### src/rtl/link_pkg.sv
package link_pkg;

    localparam int MAX_LANES = 16;
    localparam int MAX_SYM   = 4;

    typedef enum logic {
        TX_IDLE = 1'b0,
        TX_WAIT = 1'b1
    } tx_state_e;

    typedef struct packed {
        logic                valid;
        logic [MAX_SYM-1:0]  value;
    } rx_capture_t;

    // Value bit (symw-1-k) is the XOR of every wire whose index has bit k set.
    function automatic logic [MAX_SYM-1:0] lvl_decode(
        input logic [MAX_LANES-1:0] w,
        input int                   symw
    );
        logic [MAX_SYM-1:0] v;
        v = '0;
        for (int k = 0; k < MAX_SYM; k++) begin
            if (k < symw) begin
                for (int i = 0; i < MAX_LANES; i++) begin
                    if (((i >> k) & 1) == 1)
                        v[symw-1-k] = v[symw-1-k] ^ w[i];
                end
            end
        end
        return v;
    endfunction

    // Wire to flip for a value change x: its index is x with bits reversed.
    function automatic logic [MAX_LANES-1:0] flip_mask(
        input logic [MAX_SYM-1:0] x,
        input int                 symw
    );
        int idx;
        idx = 0;
        for (int k = 0; k < MAX_SYM; k++) begin
            if (k < symw && x[k])
                idx = idx | (1 << (symw - 1 - k));
        end
        return MAX_LANES'(1) << idx;
    endfunction

endpackage

### src/rtl/link_sync.sv
module link_sync #(
    parameter int WIDTH  = 4,
    parameter int STAGES = 2
) (
    input  logic             clk,
    input  logic             rst,
    input  logic [WIDTH-1:0] d,
    output logic [WIDTH-1:0] q
);
    logic [WIDTH-1:0] stg [STAGES];

    generate
        for (genvar s = 0; s < STAGES; s++) begin : g_stage
            always_ff @(posedge clk) begin
                if (rst)
                    stg[s] <= '0;
                else if (s == 0)
                    stg[s] <= d;
                else
                    stg[s] <= stg[(s == 0) ? 0 : s-1];
            end
        end
    endgenerate

    assign q = stg[STAGES-1];
endmodule

### src/rtl/link_tx.sv
module link_tx
    import link_pkg::*;
#(
    parameter int LANES = 4,
    localparam int SYM_W = $clog2(LANES)
) (
    input  logic             clk,
    input  logic             rst,
    input  logic             in_valid,
    input  logic [SYM_W-1:0] in_data,
    output logic             in_ready,
    input  logic             ack_in,
    output logic [LANES-1:0] wires_out
);
    tx_state_e            st_q;
    logic [LANES-1:0]     w_q;
    logic                 ack_seen_q;
    logic [MAX_SYM-1:0]   cur_full;
    logic [SYM_W-1:0]     delta;
    logic [MAX_LANES-1:0] mask_full;
    logic [LANES-1:0]     w_next;

    always_comb begin
        cur_full  = lvl_decode(MAX_LANES'(w_q), SYM_W);
        delta     = cur_full[SYM_W-1:0] ^ in_data;
        mask_full = flip_mask(MAX_SYM'(delta), SYM_W);
        w_next    = w_q ^ mask_full[LANES-1:0];
    end

    always_ff @(posedge clk) begin
        if (rst) begin
            st_q       <= TX_IDLE;
            w_q        <= '0;
            ack_seen_q <= 1'b0;
        end else begin
            case (st_q)
                TX_IDLE: if (in_valid) begin
                    w_q  <= w_next;
                    st_q <= TX_WAIT;
                end
                TX_WAIT: if (ack_in != ack_seen_q) begin
                    ack_seen_q <= ack_in;
                    st_q       <= TX_IDLE;
                end
                default: st_q <= TX_IDLE;
            endcase
        end
    end

    assign in_ready  = (st_q == TX_IDLE);
    assign wires_out = w_q;

    // consecutive link states never differ in more than one wire
    assert_one_wire_R1: assert property (@(posedge clk) disable iff (rst)
        $countones(w_q ^ $past(w_q)) <= 1);

    // ready drops in the cycle after an acceptance
    assert_ready_drop_R6: assert property (@(posedge clk) disable iff (rst)
        (in_valid && in_ready) |=> !in_ready);

endmodule

### src/rtl/link_rx.sv
module link_rx
    import link_pkg::*;
#(
    parameter int LANES = 4,
    localparam int SYM_W = $clog2(LANES)
) (
    input  logic             clk,
    input  logic             rst,
    input  logic [LANES-1:0] wires_in,
    output logic             out_valid,
    output logic [SYM_W-1:0] out_data,
    output logic             ack_out
);
    rx_capture_t        cap_q;
    logic               par_q;
    logic               ack_q;
    logic               par_now;
    logic [MAX_SYM-1:0] dec;

    always_comb begin
        par_now = ^wires_in;
        dec     = lvl_decode(MAX_LANES'(wires_in), SYM_W);
    end

    always_ff @(posedge clk) begin
        if (rst) begin
            cap_q <= '0;
            par_q <= 1'b0;
            ack_q <= 1'b0;
        end else if (par_now != par_q) begin
            par_q       <= par_now;
            cap_q.valid <= 1'b1;
            cap_q.value <= dec;
            ack_q       <= ~ack_q;
        end else begin
            cap_q.valid <= 1'b0;
        end
    end

    assign out_valid = cap_q.valid;
    assign out_data  = cap_q.value[SYM_W-1:0];
    assign ack_out   = ack_q;

    // one capture per symbol, never two in consecutive cycles
    assert_single_pulse_R5: assert property (@(posedge clk) disable iff (rst)
        out_valid |=> !out_valid);

endmodule

### src/rtl/onefour_link.sv
module onefour_link
    import link_pkg::*;
#(
    parameter int LANES       = 4,
    parameter int SYNC_STAGES = 2,
    localparam int SYM_W = $clog2(LANES)
) (
    input  logic             clk,
    input  logic             rst,
    input  logic             in_valid,
    input  logic [SYM_W-1:0] in_data,
    output logic             in_ready,
    output logic             out_valid,
    output logic [SYM_W-1:0] out_data,
    output logic [LANES-1:0] link_wires,
    output logic             link_ack
);
    logic [LANES-1:0] wires_rx;
    logic [0:0]       ack_tx;

    link_tx #(.LANES(LANES)) u_tx (
        .clk       (clk),
        .rst       (rst),
        .in_valid  (in_valid),
        .in_data   (in_data),
        .in_ready  (in_ready),
        .ack_in    (ack_tx[0]),
        .wires_out (link_wires)
    );

    link_sync #(.WIDTH(LANES), .STAGES(SYNC_STAGES)) u_sync_fwd (
        .clk (clk),
        .rst (rst),
        .d   (link_wires),
        .q   (wires_rx)
    );

    link_rx #(.LANES(LANES)) u_rx (
        .clk       (clk),
        .rst       (rst),
        .wires_in  (wires_rx),
        .out_valid (out_valid),
        .out_data  (out_data),
        .ack_out   (link_ack)
    );

    link_sync #(.WIDTH(1), .STAGES(SYNC_STAGES)) u_sync_back (
        .clk (clk),
        .rst (rst),
        .d   (link_ack),
        .q   (ack_tx)
    );

    logic [MAX_SYM-1:0] link_val;
    assign link_val = lvl_decode(MAX_LANES'(link_wires), SYM_W);

    // wire parity alternates on every accepted symbol
    assert_parity_flip_R5: assert property (@(posedge clk) disable iff (rst)
        (in_valid && in_ready) |=> ((^link_wires) != $past(^link_wires)));

    // after an acceptance the wire levels alone carry the new symbol
    assert_level_value_R3: assert property (@(posedge clk) disable iff (rst)
        (in_valid && in_ready) |=> (link_val[SYM_W-1:0] == $past(in_data)));

endmodule

### config.mk
export PLATFORM = sky130hd
export DESIGN_NAME = onefour_link
export DESIGN_NICKNAME = d
export VERILOG_FILES = /design/src/rtl/link_pkg.sv /design/src/rtl/link_sync.sv /design/src/rtl/link_tx.sv /design/src/rtl/link_rx.sv /design/src/rtl/onefour_link.sv
export SDC_FILE = /design/constraint.sdc
export NUM_CORES = 1
export LEC_CHECK = 0
export ABC_AREA = 1
export BUFFER_PORTS_ARGS = -buffer_cell sky130_fd_sc_hd__buf_2
export CAP_MARGIN = 10
export CORE_MARGIN = 3
export CORE_UTILIZATION = 30
export CTS_CLUSTER_SIZE = 24
export DETAILED_ROUTE_END_ITERATION = 16
export SKIP_CTS_REPAIR_TIMING = 1
export SLEW_MARGIN = 20
export SYNTH_ARGS = -nofsm -noshare
export SYNTH_HDL_FRONTEND = slang
export SYNTH_SLANG_ARGS = --single-unit
### constraint.sdc
create_clock -name clk -period 1 [get_ports clk]
set_clock_uncertainty 0.05 [all_clocks]
set_input_delay 0.1 -clock clk [delete_from_list [all_inputs] [get_ports clk]]
set_output_delay 0.1 -clock clk [all_outputs]
set_load 0.05 [all_outputs]
Word-level counts from Yosys, hierarchy flattened

Memories as Yosys holds them, arrays and structs flattened.
Index checks and enable logic that the tools add are counted.

Flip-flop bits (word level): 11
Memories: 2
RAM bits: 10
Input bits: 5
Logic and storage cells: 40

Memories:

| memory          | words | bits a word | read ports | clocked after memory_dff | write ports | line            | text |
|---|---|---|---|---|---|---|---|
| u_sync_fwd.stg  | 2     | 4           | 2          | 0                        | 2           | link_sync.sv:10 | `logic [WIDTH-1:0] stg [STAGES];` |
| u_sync_back.stg | 2     | 1           | 2          | 0                        | 2           | link_sync.sv:10 |  |

Mux-type cells: 13
Equal/unequal tests: 2
Reductions and logical operators: 3
Shifts and indexed selects: 1
Bitwise operators: 12

Operators with widths:

| kind                  | count |
|---|---|
| $mux W1               | 9 |
| $mux W4               | 2 |
| $or A1 B1 Y1          | 4 |
| $reduce_and A2 Y1     | 2 |
| $reduce_xor A4 Y1     | 1 |
| $shl A1 B2 Y4 const A | 1 |
| $xor A1 B1 Y1         | 4 |
| $xor A4 B4 Y4         | 1 |
| $mux W2               | 1 |
| $ne A1 B1 Y1          | 2 |
| $not A1 Y1            | 2 |
| $pmux W1 S2           | 1 |
| $xor A2 B2 Y2         | 1 |

Logic depth before layout (Yosys ltp)

Depth in word-level cells: 6
Mapped depth: 10
Mapped depth without buffers: 9

Hierarchy

From an unflattened synthesis, not the netlist that was laid out.

Cells, all modules: 141
Area, all modules: 1002.2 um2

By module, submodules not included:

| module                  | instances | area each (um2) | seq. area each (um2) | cells each |
|---|---|---|---|---|
| link_tx                 | 1         | 397.9           | 120.1                | 64 |
| link_rx                 | 1         | 317.8           | 100.1                | 46 |
| link_sync (u_sync_fwd)  | 1         | 231.5           | 160.2                | 25 |
| link_sync (u_sync_back) | 1         | 55.1            | 40.0                 | 6 |

Worst setup path before layout

OpenSTA, ideal clock, no wires.

Path type: flip-flop to flip-flop
Start point: register u_tx.w_q[3], in the netlist u_tx.wires_out[3]
End point: register u_tx.w_q[0], in the netlist u_tx.wires_out[0]
Path slack: -0.502 ns
Setup time: 0.117 ns
Arrival: 1.335 ns
Cell stages (with the launch flop): 9
Cell sequence: dfxtp_1 > buf_6 > nand2_1 > nand3_1 > nand3_2 > inv_2 > nand3_1 > nand2_1 > nor2_1

Longest elaborated chain between the ends: 5
Elaborated cells between the ends (all ways): 7
Classes of those cells: 1 x shift; 2 x mux; 4 x bitwise

Ends and longest elaborated chain:

| item                               | line           | text |
|---|---|---|
| start: declaration                 | link_tx.sv:16  | `logic [LANES-1:0] w_q;` |
| start signal: assignment           | link_tx.sv:38  | `w_q <= w_next;` |
| $xor A1 B1 Y1                      | link_pkg.sv:27 | `v[symw-1-k] = v[symw-1-k] ^ w[i];` |
| $xor A2 B2 Y2 *                    | link_tx.sv:25  | `delta = cur_full[SYM_W-1:0] ^ in_data;` |
| $mux W1 or $mux W2 (tied branches) | link_pkg.sv:42 | `if (k < symw && x[k])` |
| $shl A1 B2 Y4 *                    | link_pkg.sv:45 | `return MAX_LANES'(1) << idx;` |
| $xor A4 B4 Y4 *                    | link_tx.sv:27  | `w_next = w_q ^ mask_full[LANES-1:0];` |

Mark *: on every way between the ends. The rest lies on a longest branch, timed or not.
A chain may end at the register's enable or synchronous reset.

Final worst setup path

Start point: register u_tx.st_q
End point: output in_ready

Longest elaborated chain between the ends: 1

Ends and longest elaborated chain:

| item                     | line               | text |
|---|---|---|
| start: declaration       | link_tx.sv:15      | `tx_state_e st_q;` |
| start signal: assignment | link_tx.sv:32      | `st_q <= TX_IDLE;` |
| start signal: assignment | link_tx.sv:39      | `st_q <= TX_WAIT;` |
| start signal: assignment | link_tx.sv:43      | `st_q <= TX_IDLE;` |
| $not A1 Y1               | n/a                |  |
| end: declaration         | onefour_link.sv:12 | `output logic in_ready,` |

No other way between the ends.

==> impl_metrics.py <==
metrics = {
    "clocking": {
        "ctsRootBufferMaster": "clkbuf_4",
        "clockBufferDepth": 2,
        "clock_latency_ns": 0.31,
        "clk_pin_slew_worst_paths_ns": 0.12,
        "h-tree-depth": 1,
        "cts_tree": "done",
        "cts_made_buffers": 3,
        "cts_sinks": 21,
    },
    "logic_synthesis": {
        "syn_inst": 129,
        "synth_top_area_share_pct": 45.34,
        "synth_warnings": 0,
        "synth_seq_area_share_pct": 45.34,
        "synth_nets": 134,
        "syn_avg_cell_area_um2": 7.187,
        "synth_area_leaders": "dfxtp_1 45%, nand2_1 10%, inv_1 8.1%",
        "async_flop_share_pct": 0,
        "synth_edf_count": 0,
        "yosysMostFrequentCell": "nand2_1",
        "synth_common_cells": "25 x nand2_1, 21 x dfxtp_1, 20 x inv_1, 19 x nor2_1, 10 x nand2_2",
        "ys_types": 17,
        "synth_area_leader_cell": "dfxtp_1",
        "synth_area_um2": 927.1,
        "synth_flop_cell": "dfxtp_1",
        "synth_seq_cells": 21,
    },
    "grt": {
        "grt-busiest-layer": "met2",
        "grt_max_degree": 15,
        "grtUsageMet3_pct": 3.774,
        "grt_pass1_wl_um": 3070,
        "grt_antenna_before_repair": 0,
        "grt_overflow_total": 0,
        "grt_pass1_vias": 758,
        "use_met2_pct": 19.13,
        "grtUsageTotal_pct": 10.89,
        "met1_usage_pct": 12.21,
    },
    "cells_and_area": {
        "nets": 165,
        "area_growth_pct": 52.09,
        "drive_gt1_share_pct": 55.35,
        "regArea_um2": 450.4,
        "multi_input_area_um2": 526.8,
        "layout.cells.non_filler": 190,
        "fillers": 274,
        "n_antenna_cell": 0,
    },
    "sta": {
        "post-route-period-util_pct": 119.1,
        "rsz0062_at_grt": "yes",
        "drv_slew": 0,
        "setup_viol": 11,
        "fin_crit_ns": 1.191,
        "fin_ws_ns": -0.1910,
        "slew_headroom_pct": 82.36,
        "hold_viol_final": 0,
        "finalSetupTns_ns": -1.467,
        "fmax_mhz": 839.6,
        "worst_slew_pin_slew_ns": 0.2637,
    },
    "status": {
        "violations": "setup timing",
        "status": "finished with violations",
    },
    "worst_setup_path": {
        "cp.arrival_ns": 1.04,
        "cp-end-kind": "primary output",
        "crit_required_ns": 0.85,
        "startpoint_type": "register",
        "r2r_slack_ns": -0.17,
        "worstPathMaxFanout": 2,
        "worst-setup-path-type": "reg -> out",
    },
    "floorplan": {
        "io_pins": 14,
        "die_w_um": 61.59,
        "rows": 19,
        "die_h_um": 61.59,
        "coreArea_um2": 2853,
        "start_util_pct": 32.50,
        "fp.dieArea_um2": 3793,
    },
    "pwr": {
        "p_per_area_nw_per_um2": 1498,
        "vdd_drop_max_v": 0.001069,
        "power.leakage_uw": 0.0006440,
    },
    "placed_design": {
        "portBuffers": 13,
        "place_inst": 180,
        "place_congestion": 0.7827,
        "place_hpwl_um": 1329,
        "place_ws_ns": -0.1419,
    },
    "routing": {
        "totalWireLength_um": 2059,
        "detail_route.drc_violations": 0,
        "wire_per_inst_um": 10.84,
        "routed-via-count": 852,
        "drt_first_pass_iters": 3,
        "drtAntennaViolNets": 0,
        "routed_via_density": 4.484,
        "drt_iter0_drc": 16,
    },
    "job": {
        "max_cap_viol_count": 0,
    },
    "worst_hold_path": {
        "hold_path_class": "in -> reg",
    },
}
==> cells in the final DEF (no fill, tap or decap), types with 2 or more instances in the layout <==
| cell type | netlist | routed |
|---|---|---|
| inv_1 | 20 | 16 |
| nor2_1 | 19 | 16 |
| nand2_1 | 25 | 16 |
| nand2_2 | 10 | 13 |
| buf_4 | 0 | 12 |
| dfxtp_1 | 21 | 9 |
| nand2_4 | 2 | 8 |
| a21oi_1 | 8 | 6 |
| buf_8 | 0 | 6 |
| buf_6 | 1 | 6 |
| dfxtp_4 | 0 | 6 |
| dfxtp_2 | 0 | 6 |
| inv_2 | 3 | 5 |
| nand3_2 | 2 | 4 |
| nand3_1 | 9 | 4 |
| buf_2 | 0 | 4 |
| nand3_4 | 0 | 3 |
| nor2_2 | 1 | 3 |
| clkbuf_4 | 0 | 3 |
| inv_4 | 1 | 2 |
| a21oi_2 | 0 | 2 |
| o21ai_2 | 0 | 2 |
| xor2_1 | 2 | 2 |
==> worst max-delay path, cell delays in order, from the launching register on <==
cell and delay [ns]:
dfxtp_2 0.37, clkinvlp_4 0.10, buf_6 0.12, buf_8 0.14
==> stage by stage <==
stage | area, µm² | hold slack, ns | util, % | power (µW)
after CTS | 1134 | 0.01706 | 39.74 | 1894
after global routing | 1410 | 0.01681 | 49.43 | 2228
after global placement | 1106 | 0.3358 | 38.77 | 1466
after floorplan | 949.7 | 0.1117 | - | 1352
after detailed placement | 1106 | 0.3381 | 38.77 | 1479
final | 1410 | 0.02230 | 49.43 | 2112
==> final timing paths <==
kind              depth (start not counted)              endpoint            startpoint
hold / removal                            3             u_tx.st_q              in_valid
setup reg to reg                          7     u_tx.wires_out[3]     u_tx.wires_out[3]
hold reg to reg                           2  u_sync_fwd.stg[1][3]  u_sync_fwd.stg[0][3]
setup / recovery                          3              in_ready             u_tx.st_q
==> cell families (layout without fill, tap and decap cells) <==
group	Yosys count	count (layout)	synth area share, %
and+or+nand+nor	68	68	34.68
buffers and inverters	26	56	11.61
DFF	21	21	45.34
AOI/OAI and AO/OA	12	12	6.477
xor gates and xnor gates	2	2	1.890
==> metal layers <==
layer,routed length [µm],vias to the layer above
met3,94,4
met1,773,392
met2,1174,12
li1,-,444
met4,17,0
met5,0,-
==> area by class of cell <==
class                           count  area share (%)
Timing Repair Buffer               28           18.99
Tap cell                           31           2.751
Sequential cell                    21           31.94
Clock inverter                      1          0.3549
Inverter                           24           7.010
Multi-Input combinational cell     82           37.36
Clock buffer                        3           1.597
==> flip-flops by register name (all words and copies together) (netlist names) <==
name and count:
u_tx.wires_out 4, u_sync_back.stg 2, u_tx.ack_seen_q 1, u_rx.out_valid 1, u_sync_fwd.stg 8, u_rx.out_data 2, u_rx.par_q 1, u_rx.ack_out 1
u_tx.st_q 1
==> power breakdown <==
part | leakage (µW) | switching [µW] | internal, µW | total [µW]
registers | 0.000178 | 58.1 | 909 | 967
clock network | 0.0000177 | 269 | 150 | 419
logic | 0.000448 | 424 | 303 | 727
total | 0.000644 | 751 | 1360 | 2110
Power figures use the tool's default switching activity.
